==> src/rtl/adc_regif_pkg.sv <==
package adc_regif_pkg;
  localparam int DATA_W = 8;
  localparam int RES_W  = 10;
  localparam int CH_W   = 3;
  localparam int ADDR_W = 2;
  localparam int DIV_W  = 2;
  localparam int LO_W   = RES_W - DATA_W;

  localparam logic [ADDR_W-1:0] A_CTRL = 2'd0;
  localparam logic [ADDR_W-1:0] A_DHI  = 2'd1;
  localparam logic [ADDR_W-1:0] A_DLO  = 2'd2;

  typedef enum logic [1:0] {RATE_DIV2, RATE_FULL, RATE_DIV4} rate_e;
  typedef enum logic [1:0] {SQ_OFF, SQ_ARM, SQ_BUSY} seq_e;

  function automatic rate_e rate_of(input logic slow, input logic fast);
    if (slow)      return RATE_DIV4;
    else if (fast) return RATE_FULL;
    else           return RATE_DIV2;
  endfunction
endpackage

==> src/rtl/adc_clkdiv.sv <==
module adc_clkdiv
  import adc_regif_pkg::*;
#(
  parameter int CNT_W = DIV_W
) (
  input  logic  clk,
  input  logic  rst_n,
  input  rate_e rate,
  output logic  tick
);
  logic [CNT_W-1:0] cnt_q;

  always_ff @(posedge clk or negedge rst_n) begin
    if (!rst_n) cnt_q <= '0;
    else        cnt_q <= cnt_q + 1'b1;
  end

  always_comb begin
    case (rate)
      RATE_FULL: tick = 1'b1;
      RATE_DIV2: tick = cnt_q[0];
      RATE_DIV4: tick = &cnt_q[1:0];
      default:   tick = 1'b0;
    endcase
  end
endmodule

==> src/rtl/adc_seq.sv <==
module adc_seq
  import adc_regif_pkg::*;
(
  input  logic clk,
  input  logic rst_n,
  input  logic power,
  input  logic restart,
  input  logic restart_on,
  input  logic tick,
  input  logic done,
  output logic start
);
  seq_e st_q, st_d;

  always_comb begin
    st_d = st_q;
    if (restart) begin
      st_d = restart_on ? SQ_ARM : SQ_OFF;
    end else if (!power) begin
      st_d = SQ_OFF;
    end else begin
      case (st_q)
        SQ_ARM:  if (tick) st_d = SQ_BUSY;
        SQ_BUSY: if (done) st_d = SQ_ARM;
        default: st_d = SQ_ARM;
      endcase
    end
  end

  always_ff @(posedge clk or negedge rst_n) begin
    if (!rst_n) st_q <= SQ_OFF;
    else        st_q <= st_d;
  end

  assign start = (st_q == SQ_ARM) && tick && power;
endmodule

==> src/rtl/adc_regfile.sv <==
module adc_regfile
  import adc_regif_pkg::*;
#(
  parameter int RW = RES_W,
  parameter int CW = CH_W
) (
  input  logic              clk,
  input  logic              rst_n,
  input  logic [ADDR_W-1:0] addr,
  input  logic              rd_en,
  input  logic              wr_en,
  input  logic [DATA_W-1:0] wdata,
  input  logic              cap,
  input  logic [RW-1:0]     result,
  output logic              fast,
  output logic              power,
  output logic              slow,
  output logic              azero,
  output logic [CW-1:0]     chan,
  output logic              flag,
  output logic              ctrl_wr,
  output logic [DATA_W-1:0] rdata
);
  localparam int LW = RW - DATA_W;

  logic [RW-1:0] res_q;
  logic          dlo_wr, hi_rd;

  assign ctrl_wr = wr_en && (addr == A_CTRL);
  assign dlo_wr  = wr_en && (addr == A_DLO);
  assign hi_rd   = rd_en && (addr == A_DHI);

  always_ff @(posedge clk or negedge rst_n) begin
    if (!rst_n) begin
      fast  <= 1'b0;
      power <= 1'b0;
      chan  <= '0;
    end else if (ctrl_wr) begin
      fast  <= wdata[6];
      power <= wdata[5];
      chan  <= wdata[CW-1:0];
    end
  end

  always_ff @(posedge clk or negedge rst_n) begin
    if (!rst_n) begin
      slow  <= 1'b0;
      azero <= 1'b0;
    end else if (dlo_wr) begin
      slow  <= wdata[3];
      azero <= wdata[4];
    end
  end

  always_ff @(posedge clk or negedge rst_n) begin
    if (!rst_n)   res_q <= '0;
    else if (cap) res_q <= result;
  end

  always_ff @(posedge clk or negedge rst_n) begin
    if (!rst_n)      flag <= 1'b0;
    else if (cap)    flag <= 1'b1;
    else if (hi_rd)  flag <= 1'b0;
  end

  always_comb begin
    case (addr)
      A_CTRL:  rdata = {flag, fast, power, 2'b00, chan};
      A_DHI:   rdata = res_q[RW-1 -: DATA_W];
      A_DLO:   rdata = {3'b000, azero, slow, 1'b0, res_q[LW-1:0]};
      default: rdata = '0;
    endcase
  end
endmodule

==> src/rtl/adc_regif.sv <==
module adc_regif
  import adc_regif_pkg::*;
(
  input  logic              clk,
  input  logic              rst_n,
  input  logic [ADDR_W-1:0] addr,
  input  logic              rd_en,
  input  logic              wr_en,
  input  logic [DATA_W-1:0] wdata,
  output logic [DATA_W-1:0] rdata,
  output logic              conv_start,
  input  logic              conv_done,
  input  logic [RES_W-1:0]  conv_result,
  output logic              adc_clk_en,
  output logic              adc_power,
  output logic              amp_cal,
  output logic [CH_W-1:0]   chan_sel
);
  logic fast, slow, ctrl_wr, eoc_flag, cap;

  assign cap = conv_done && adc_power;

  adc_regfile #(.RW(RES_W), .CW(CH_W)) u_regs (
    .clk(clk), .rst_n(rst_n), .addr(addr), .rd_en(rd_en), .wr_en(wr_en),
    .wdata(wdata), .cap(cap), .result(conv_result), .fast(fast),
    .power(adc_power), .slow(slow), .azero(amp_cal), .chan(chan_sel),
    .flag(eoc_flag), .ctrl_wr(ctrl_wr), .rdata(rdata)
  );

  adc_clkdiv #(.CNT_W(DIV_W)) u_div (
    .clk(clk), .rst_n(rst_n), .rate(rate_of(slow, fast)), .tick(adc_clk_en)
  );

  adc_seq u_seq (
    .clk(clk), .rst_n(rst_n), .power(adc_power), .restart(ctrl_wr),
    .restart_on(wdata[5]), .tick(adc_clk_en), .done(conv_done),
    .start(conv_start)
  );
endmodule

==> config.mk <==
export PLATFORM = sky130hd
export DESIGN_NAME = adc_regif
export DESIGN_NICKNAME = d
export VERILOG_FILES = /design/src/rtl/adc_regif_pkg.sv /design/src/rtl/adc_clkdiv.sv /design/src/rtl/adc_seq.sv /design/src/rtl/adc_regfile.sv /design/src/rtl/adc_regif.sv
export SDC_FILE = /design/constraint.sdc
export NUM_CORES = 1
export LEC_CHECK = 0
export BUFFER_PORTS_ARGS = -buffer_cell sky130_fd_sc_hd__buf_2
export CORE_ASPECT_RATIO = 1.1
export CORE_MARGIN = 4
export CORE_UTILIZATION = 35
export CTS_CLUSTER_SIZE = 20
export DETAILED_ROUTE_END_ITERATION = 12
export PLACE_DENSITY_LB_ADDON = 0.05
export SYNTH_ARGS = -nofsm -noshare
export SYNTH_HDL_FRONTEND = slang
export SYNTH_SLANG_ARGS = --single-unit
==> constraint.sdc <==
create_clock -name clk -period 2.17 [get_ports clk]
set_input_delay 0.217 -clock clk [delete_from_list [all_inputs] [get_ports clk]]
set_output_delay 0.217 -clock clk [all_outputs]
set_load 0.03 [all_outputs]
# --- After elaboration in Yosys (flattened, before gate mapping) ---
# Cells that the tools add are included.
classes:
  n_addsub: 1
  eq_ne: 8
  reduce_logical: 11
  mux: 12
ops:
  columns: ["op", "n"]
  rows:
  - ["case mux 8 bit (3 select lines)", 1]
  - ["two-way mux 2 bit", 5]
  - ["== test 2 x 1 -> 1 bit, second input constant", 3]
  - ["== test 2 bit, second input constant", 3]
  - ["logical AND 1 bit", 6]
  - ["zero test 2 bit", 2]
  - ["two-way mux 1 bit", 4]
  - ["inequality test 4 x 3 -> 1 bit, second input constant", 1]
  - ["inequality test 4 bit, second input constant", 1]
  - ["case mux 2 bit (2 select lines)", 1]
  - ["AND reduction 2 bit", 2]
  - ["case mux 1 bit (3 select lines)", 1]
  - ["adder 2 x 1 -> 2 bit, second input constant", 1]
  - ["nonzero test 2 bit", 1]
word_totals:
  register_bits: 22
  word_cells: 41
  output_inout_bits: 15

# --- Depth between registers and ports, before layout ---
# Gate-level depths: netlist (run 1).
logic_depth:
  ltp_word: 8
  mapped_depth: 4
  ltp_nobuf: 4

# --- By module ---
# Synthesis (run 1) repeated with hierarchy kept, for this count alone.
hier_totals:
  cells_unflattened: 75
  area_unflattened_um2: 1044.8
by_module_without_submodules:
  columns: ["mod", "area_per_inst_um2", "seq_area_each_um2", "instances", "cells_per_inst"]
  rows:
  - ["adc_regfile", 833.3, 450.4, 1, 58]
  - ["adc_seq", 101.3, 50.0, 1, 8]
  - ["adc_clkdiv", 90.1, 50.0, 1, 7]
  - ["adc_regif", 20.0, 0.0, 1, 2]

# --- Worst setup path after synthesis (run 1) ---
# No wires, ideal clock.
synth_path:
  path_type: "register to output"
  from: "register u_div.cnt_q[0]"
  to: "output conv_start"
  slack_ps: 346
  path_buffers: 0
  stages_incl_launch_ff: 4
  arrival_time_ps: 1607
  cell_sequence: "dfrtp_1 ha_1 nor2b_1 nor4b_1"
synth_between:
  elab_chain_cells: 4
synth_rtl:
  columns: ["item", "line_no", "rtl"]
  rows:
  - ["start: declaration", "adc_clkdiv.sv:11", "logic [CNT_W-1:0] cnt_q;"]
  - ["start signal: assignment", "adc_clkdiv.sv:15", "else cnt_q <= cnt_q + 1'b1;"]
  - ["AND reduction 2 bit", "adc_clkdiv.sv:22", "RATE_DIV4: tick = &cnt_q[1:0];"]
  - ["case mux 1 bit (3 select lines) *", "adc_clkdiv.sv:19", "case (rate)"]
  - ["logical AND 1 bit * (2 in a row)", "adc_seq.sv:35", "assign start = (st_q == SQ_ARM) && tick && power;"]
  - ["end: declaration", "adc_regif.sv:11", "output logic conv_start,"]
# Mark *: on every way between the ends. The rest lies on a longest branch, timed or not.

# --- Worst setup path after layout (run 1) ---
layout_path:
  from: "register u_regs.slow"
  to: "output conv_start"
layout_between:
  elab_chain_cells: 5
  word_cells_on_any_way: 7
layout_rtl:
  columns: ["item", "line_no", "rtl"]
  rows:
  - ["start: declaration", "adc_regfile.sv:17", "output logic slow,"]
  - ["start signal: assignment", "adc_regfile.sv:50", "slow <= wdata[3];"]
  - ["two-way mux 2 bit *", "adc_regif_pkg.sv:17", "if (slow) return RATE_DIV4;"]
  - ["== test 2 bit (tied with other cells)", "adc_clkdiv.sv:19", null]
  - ["case mux 1 bit (3 select lines) *", "adc_clkdiv.sv:19", null]
  - ["logical AND 1 bit * (2 in a row)", "adc_seq.sv:35", null]
# Marks and branches as above.

==> results of run 1 <==
synth_stat cells (all sizes together):
master	number	area share
mux2	16	0.18
nor3	1	0.0049
nor2b	3	0.018
inv	1	0.0037
nor3b	1	0.018
o32ai	1	0.0086
ha	1	0.012
o21ai	4	0.020
a22o	2	0.017
nand2b	3	0.018
nor2	5	0.018
dfrtp	22	0.54
nor4b	1	0.0086
nand3b	1	0.020
and2b	1	0.0074
mux2i	6	0.059
nand2	7	0.026
buf	3	0.023
worst register-to-register path, delay by kind of cell (launching register included):
| kind | cells | cell delay, ns |
|---|---|---|
| AND/OR/NAND/NOR | 1 | 0.40 |
| flip-flops | 1 | 0.44 |
| multiplexers | 1 | 0.40 |
per-layer routing:
metal  routed length (µm)  GRT usage  vias up  share of wire
met4                   21     0.0510        0         0.0097
li1                     -          -      354              -
met1                  924      0.155      347           0.43
met2                 1010      0.202       24           0.47
met3                  205     0.0359        2          0.095
met5                    0          0        -              0
area by class of cell:
cell class	count	area [µm²]
clock buffers	4	36.3
flip-flops and latches	22	551
fillers	275	1500
well taps	33	41.3
repair buffers	39	200
multi-input cells	53	442
inverters	1	3.75
metrics by stage:
stage	area, µm²	util
6_report	1270	0.459
3_3_place_gp	1230	0.442
2_1_floorplan	1020	-
4_1_cts	1270	0.459
5_1_grt	1270	0.459
3_5_place_dp	1230	0.442
sequential cells by signal, summed over array words and instances (netlist names):
signal        count
u_regs.flag       1
u_div.cnt_q       2
u_regs.res_q     10
u_seq.st_q        2
u_regs.power      1
u_regs.slow       1
u_regs.chan       3
u_regs.azero      1
u_regs.fast       1
worst max path at each step:
| stage | start | end | slack, ns | depth (start not counted) |
|---|---|---|---|---|
| 2_1_floorplan | u_div.cnt_q[0]$_DFF_PN0_ | conv_start | 0.35 | 3 |
| 3_5_place_dp | addr[0] | rdata[3] | 0.80 | 4 |
| 4_1_cts | u_div.cnt_q[0]$_DFF_PN0_ | conv_start | 0.48 | 4 |
| 6_report | u_regs.slow$_DFFE_PN0P_ | conv_start | 0.50 | 3 |
| 3_3_place_gp | addr[0] | rdata[0] | 0.82 | 5 |
| 5_1_grt | u_div.cnt_q[0]$_DFF_PN0_ | conv_start | 0.42 | 4 |
cells by family (layout without fill, tap and decap cells):
kind of cell,count (synthesis),in the layout
buf+inv,4,44
flops,22,22
mux,22,22
simple gates,23,23
compound gates,7,7
fa+ha+maj,1,1
timing repair:
action | CTS | global route
setup buffers | 0 | 0
hold endpoints to repair | 22 | 0
setup endpoints to repair | 0 | 0
hold buffers | 1 | 0
cell usage in the layout (no fill, tap or decap):
| cell | Yosys | routed |
|---|---|---|
| a22o_1 | 2 | 2 |
| and2b_1 | 1 | 1 |
| buf_2 | 1 | 38 |
| clkbuf_4 | 0 | 3 |
| clkbuf_8 | 0 | 1 |
| dfrtp_1 | 22 | 22 |
| dlygate4sd3_1 | 0 | 1 |
| ha_1 | 1 | 1 |
| inv_1 | 1 | 1 |
| mux2_2 | 16 | 16 |
| mux2i_1 | 6 | 6 |
| nand2_1 | 7 | 7 |
| nand2b_1 | 3 | 3 |
| nand3b_4 | 1 | 1 |
| nor2_1 | 5 | 5 |
| nor2b_1 | 3 | 3 |
| nor3_1 | 1 | 1 |
| nor3b_4 | 1 | 1 |
| nor4b_1 | 1 | 1 |
| o21ai_0 | 3 | 3 |
| o21ai_1 | 1 | 1 |
| o32ai_1 | 1 | 1 |
where the power goes:
group	internal (W)	total, W	switching (W)
Clock	0.000102	0.000226	0.000124
Sequential	0.000502	0.000555	0.0000531
Combinational	0.000153	0.000352	0.000199
Total	0.000758	0.00113	0.000376
==> impl_metrics.csv, run 1 <==
group,metric,value,unit
timing,tns,0,ns
global_routing,grtUsageTotal,0.126,
finish,nNetsFinal,146,
timing,hold_viol_final,0,
clock_network,root_buffer,"clkbuf_4",
clock_network,htreeDepth,1,
clock_network,clkSlewWorstSetupHoldPaths,0.12,ns
power_and_ir_drop,power,0.00113,W
synthesis,synth_top_family_by_area,"multiplexers",
floorplan,die_h,64.6,µm
synthesis,synth_cells,79,
finish,syn_to_final_growth,24.9,%
global_routing,grt_start_max_net_pins,23,
timing,finalSetupViolations,0,
timing,fmax,0.600,GHz
synthesis,avgSynthCellArea,12.9,µm²
power_and_ir_drop,power_leakage,0.645,nW
worst_hold_path,worstHoldEndpoint,"u_regs.power$_DFFE_PN0P_",
floorplan,core_area,2780,µm²
clock_network,cts-buffers-inserted,3,
power_and_ir_drop,vdd_ir_drop_max,0.329,mV
setup_path,cp-end-kind,"primary output",
power_and_ir_drop,p_per_area,890,nW/µm²
clock_network,cts_tree,"built",
setup_path,cp.required,1.95,ns
placement,place_ws,0.802,ns
outcome,outcome,"finished clean",
setup_path,critPathTopFamily,"simple AND/OR/NAND/NOR gates",
timing,max_slew_margin,0.665,
synthesis,synth_mux_area_frac,0.236,
synthesis,yosys_warnings,0,
setup_path,worst_ep_arrival_time,1.45,ns
synthesis,synthesis.area,1020,µm²
setup_path,ff2ff_path_depth,2,
placement,globalplace.congestion,0.691,
setup_path,crit_fanout,4,
route,routed_wl,2.16,mm
synthesis,synth_compound_gate_area_share,0.0454,
finish,post_route_cells_drive_above_1_share,0.504,
setup_path,slowest_stage,"dfrtp_1",
timing,worst_pin_slew,0.502,ns
synthesis,ys_ff_latch,22,
route,drt_iter0_drc,16,
floorplan,die_w,59.5,µm
route,wl_per_cell,14.2,µm
timing,hold_ws,0.127,ns
clock_network,cts_sinks,22,
global_routing,grt_pass1_vias,817,
setup_path,path_cells,"nor2b_1 -> nor4b_1 -> buf_2",
finish,antenna_cells,0,
synthesis,synth-adder-area-share,0.0123,
route,detail-route-antenna-nets,0,
setup_path,cp_num_buf_inv,1,
timing,drv_slew,0,
setup_path,reg2reg_from,"u_regs.power$_DFFE_PN0P_",
timing,setup_slack,0.504,ns
worst_hold_path,min_path_cells,3,
setup_path,critPathMaxStageDelay,0.43,ns
floorplan,ios,40,
route,drc,0,
clock_network,cts_resized,0,
timing,fin_crit,1.67,ns
synthesis,yosys.area_share.simple,0.140,
worst_hold_path,hp-start,"wdata[5]",
synthesis,syn_nets,105,
run,drv_cap,0,
global_routing,grt_overflow,0,
setup_path,crit_type,"reg -> out",
placement,placed_cells,147,
timing,rsz0062_at_grt,"false",
floorplan,dieArea,3840,µm²
floorplan,start_util,0.367,
worst_hold_path,min_path_type,"in -> reg",
placement,port_buffers,38,
placement,dp.final_hpwl,1.62,mm
setup_path,startpoint_type,"flop",
floorplan,row_count,20,
global_routing,antenna_found_initial,0,
timing,clock-skew-final,0.00943,ns
clock_network,clock_latency,0.31,ns
setup_path,rrSetupSlack,0.84,ns
route,drt-pass1-iter-count,4,
finish,final_cells,152,
global_routing,grt_pass1_wl,3.62,mm
synthesis,synth-xor-area-share,0,
route,vias_per_cell,4.78,
route,vias,727,
synthesis,yosysUniqueCellTypes,21,
timing,fin_crit_sh,0.768,
clock_network,cts_buffer_depth,2,
setup_path,r2r_end,"u_regs.res_q[6]$_DFFE_PN0P_",
synthesis,yosysSeqAreaShare,0.540,
Power figures use the tool's default switching activity.
==> inputs of run 2 (changes only) <==
Clock period 2.17 ns to 1.6 ns, I/O delays scaled along.
==> run 2 against run 1 <==
Against the previous run: count of clock-buffer cells in the layout fell by 1; flip-flop and latch count unchanged; first-iteration DRC count decreased by 31%; cell area grew 3.9%; routed wire length down 1.1%; cell count up 1.3%; register-to-register slack got worse by 0.43 ns; critical path depth is 1 higher; worst setup slack worse by 0.41 ns; clock power is 87% higher.
==> impl_metrics.csv, run 2 (synthesis results as in run 1) <==
group,metric,value,unit
floorplan,start_util,0.367,
clock_network,clkSlewWorstSetupHoldPaths,0.13,ns
finish,antenna_cells,0,
timing,worst_pin_slew,0.488,ns
placement,globalplace.congestion,0.658,
run,drv_cap,0,
worst_hold_path,min_path_cells,2,
finish,reg.largest.list,"u_regs.res_q: 10 flops, u_regs.chan: 3 flops",
timing,fmax,0.666,GHz
floorplan,die_w,59.5,µm
power_and_ir_drop,power_leakage,0.664,nW
setup_path,reg2reg_from,"u_div.cnt_q[0]$_DFF_PN0_",
timing,drv_slew,0,
timing,max_slew_margin,0.675,
route,detail-route-antenna-nets,0,
global_routing,grt_pass1_vias,765,
setup_path,r2r_end,"u_seq.st_q[1]$_DFFE_PN0P_",
finish,mostFrequentLayoutCells,"37 x buf_2, 22 x dfrtp_1, 16 x mux2_2",
timing,rsz0062_at_grt,"true",
finish,post_route_cells_drive_above_1_share,0.545,
route,vias,755,
setup_path,rrSetupSlack,0.41,ns
timing,clock-skew-final,0.0138,ns
placement,dp.final_hpwl,1.58,mm
global_routing,grt_overflow,0,
finish,mostFrequentLayoutCell,"buf_2",
global_routing,grt_pass1_wl,3.51,mm
outcome,outcome,"finished clean",
worst_hold_path,hp-start,"conv_result[9]",
finish,n_fill_cell,282,
floorplan,ios,40,
setup_path,worst_ep_arrival_time,1.34,ns
finish,top_register,"u_regs.res_q",
clock_network,htreeDepth,1,
clock_network,cts_tree,"built",
route,vias_per_cell,4.90,
placement,port_buffers,38,
clock_network,cts-buffers-inserted,3,
finish,syn_to_final_growth,29.8,%
setup_path,crit_type,"reg -> out",
placement,placed_cells,148,
setup_path,cp.required,1.44,ns
timing,fin_crit_sh,0.939,
floorplan,dieArea,3840,µm²
setup_path,crit_fanout,3,
global_routing,antenna_found_initial,0,
timing,fin_crit,1.50,ns
setup_path,startpoint_type,"flop",
finish,seq_area,551,µm²
floorplan,core_area,2780,µm²
power_and_ir_drop,p_per_area,1260,nW/µm²
clock_network,cts_sinks,22,
clock_network,cts_buffer_depth,2,
route,routed_wl,2.14,mm
floorplan,row_count,20,
route,drt-pass1-iter-count,2,
timing,hold_viol_final,0,
timing,finalSetupViolations,0,
route,drc,0,
setup_path,cp-end-kind,"primary output",
setup_path,ff2ff_path_depth,4,
finish,final_core_util,0.477,
global_routing,grtUsageTotal,0.122,
floorplan,die_h,64.6,µm
finish,nNetsFinal,148,
worst_hold_path,worstHoldEndpoint,"u_regs.res_q[9]$_DFFE_PN0P_",
finish,largest_reg_flops,10,
route,wl_per_cell,13.9,µm
clock_network,root_buffer,"clkbuf_4",
finish,final_cells,154,
global_routing,grt_start_max_net_pins,23,
power_and_ir_drop,vdd_ir_drop_max,0.718,mV
route,drt_iter0_drc,11,
finish,multi_input_area,458,µm²
worst_hold_path,min_path_type,"in -> reg",
clock_network,clock_latency,0.31,ns
## run 2: worst max-delay path, stage by stage (launching register included)
cell,delay (ns)
dfrtp_1,0.40
ha_2,0.19
nor2b_2,0.05
nor4b_2,0.21
buf_4,0.20
## run 2: metal layers
metal  wire length, µm  up-vias  global-route usage
met5                 0        -                   0
met4                11        0              0.0510
met3               166        2              0.0219
met2              1040       23               0.205
met1               920      369               0.150
li1                  -      361                   -
## run 2: metrics by stage
stage | instance area (µm²) | total power, W | worst slack [ns] | TNS, ns | hold slack [ns]
after detailed placement | 1240 | 0.00126 | 0.317 | 0 | 0.157
after global placement | 1240 | 0.00124 | 0.340 | 0 | 0.157
after floorplan | 1030 | 0.00110 | 0.138 | 0 | -0.136
after CTS | 1310 | 0.00169 | 0.0184 | 0 | 0.0517
final | 1320 | 0.00166 | 0.0977 | 0 | 0.0650
after global routing | 1320 | 0.00177 | -0.00215 | -0.00215 | 0.0464
## run 2: how the worst max path moves through the flow
| stage | from | end |
|---|---|---|
| floorplan | u_regs.chan[0]$_DFFE_PN0P_ | rdata[0] |
| global placement | addr[1] | u_regs.chan[0]$_DFFE_PN0P_ |
| detailed placement | addr[0] | u_regs.chan[0]$_DFFE_PN0P_ |
| CTS | u_div.cnt_q[0]$_DFF_PN0_ | conv_start |
| global route | u_div.cnt_q[0]$_DFF_PN0_ | conv_start |
| finish | u_div.cnt_q[0]$_DFF_PN0_ | conv_start |
## run 2: layout make-up
| class | count | area share |
|---|---|---|
| Sequential cell | 22 | 0.416 |
| Multi-Input combinational cell | 53 | 0.346 |
| Timing Repair Buffer | 41 | 0.164 |
| Tap cell | 33 | 0.0312 |
| Clock inverter | 1 | 0.0227 |
| Clock buffer | 3 | 0.0170 |
| Inverter | 1 | 0.00284 |
## run 2: repair_timing
item                                    in CTS  in global routing
cloned                                       0                  0
endpoints found under the hold margin       22                  0
gates resized for setup                      1                  3
hold buffers                                 1                  0
endpoints found under the setup margin       1                  2
pin swaps                                    0                  2
buffers inserted                             0                  1
## run 2: report_power, final
group	internal (W)	total [W]	switching, W
registers	0.000681	0.000756	0.0000751
logic	0.000214	0.000484	0.000269
clock network	0.000253	0.000422	0.000169
total	0.00115	0.00166	0.000514
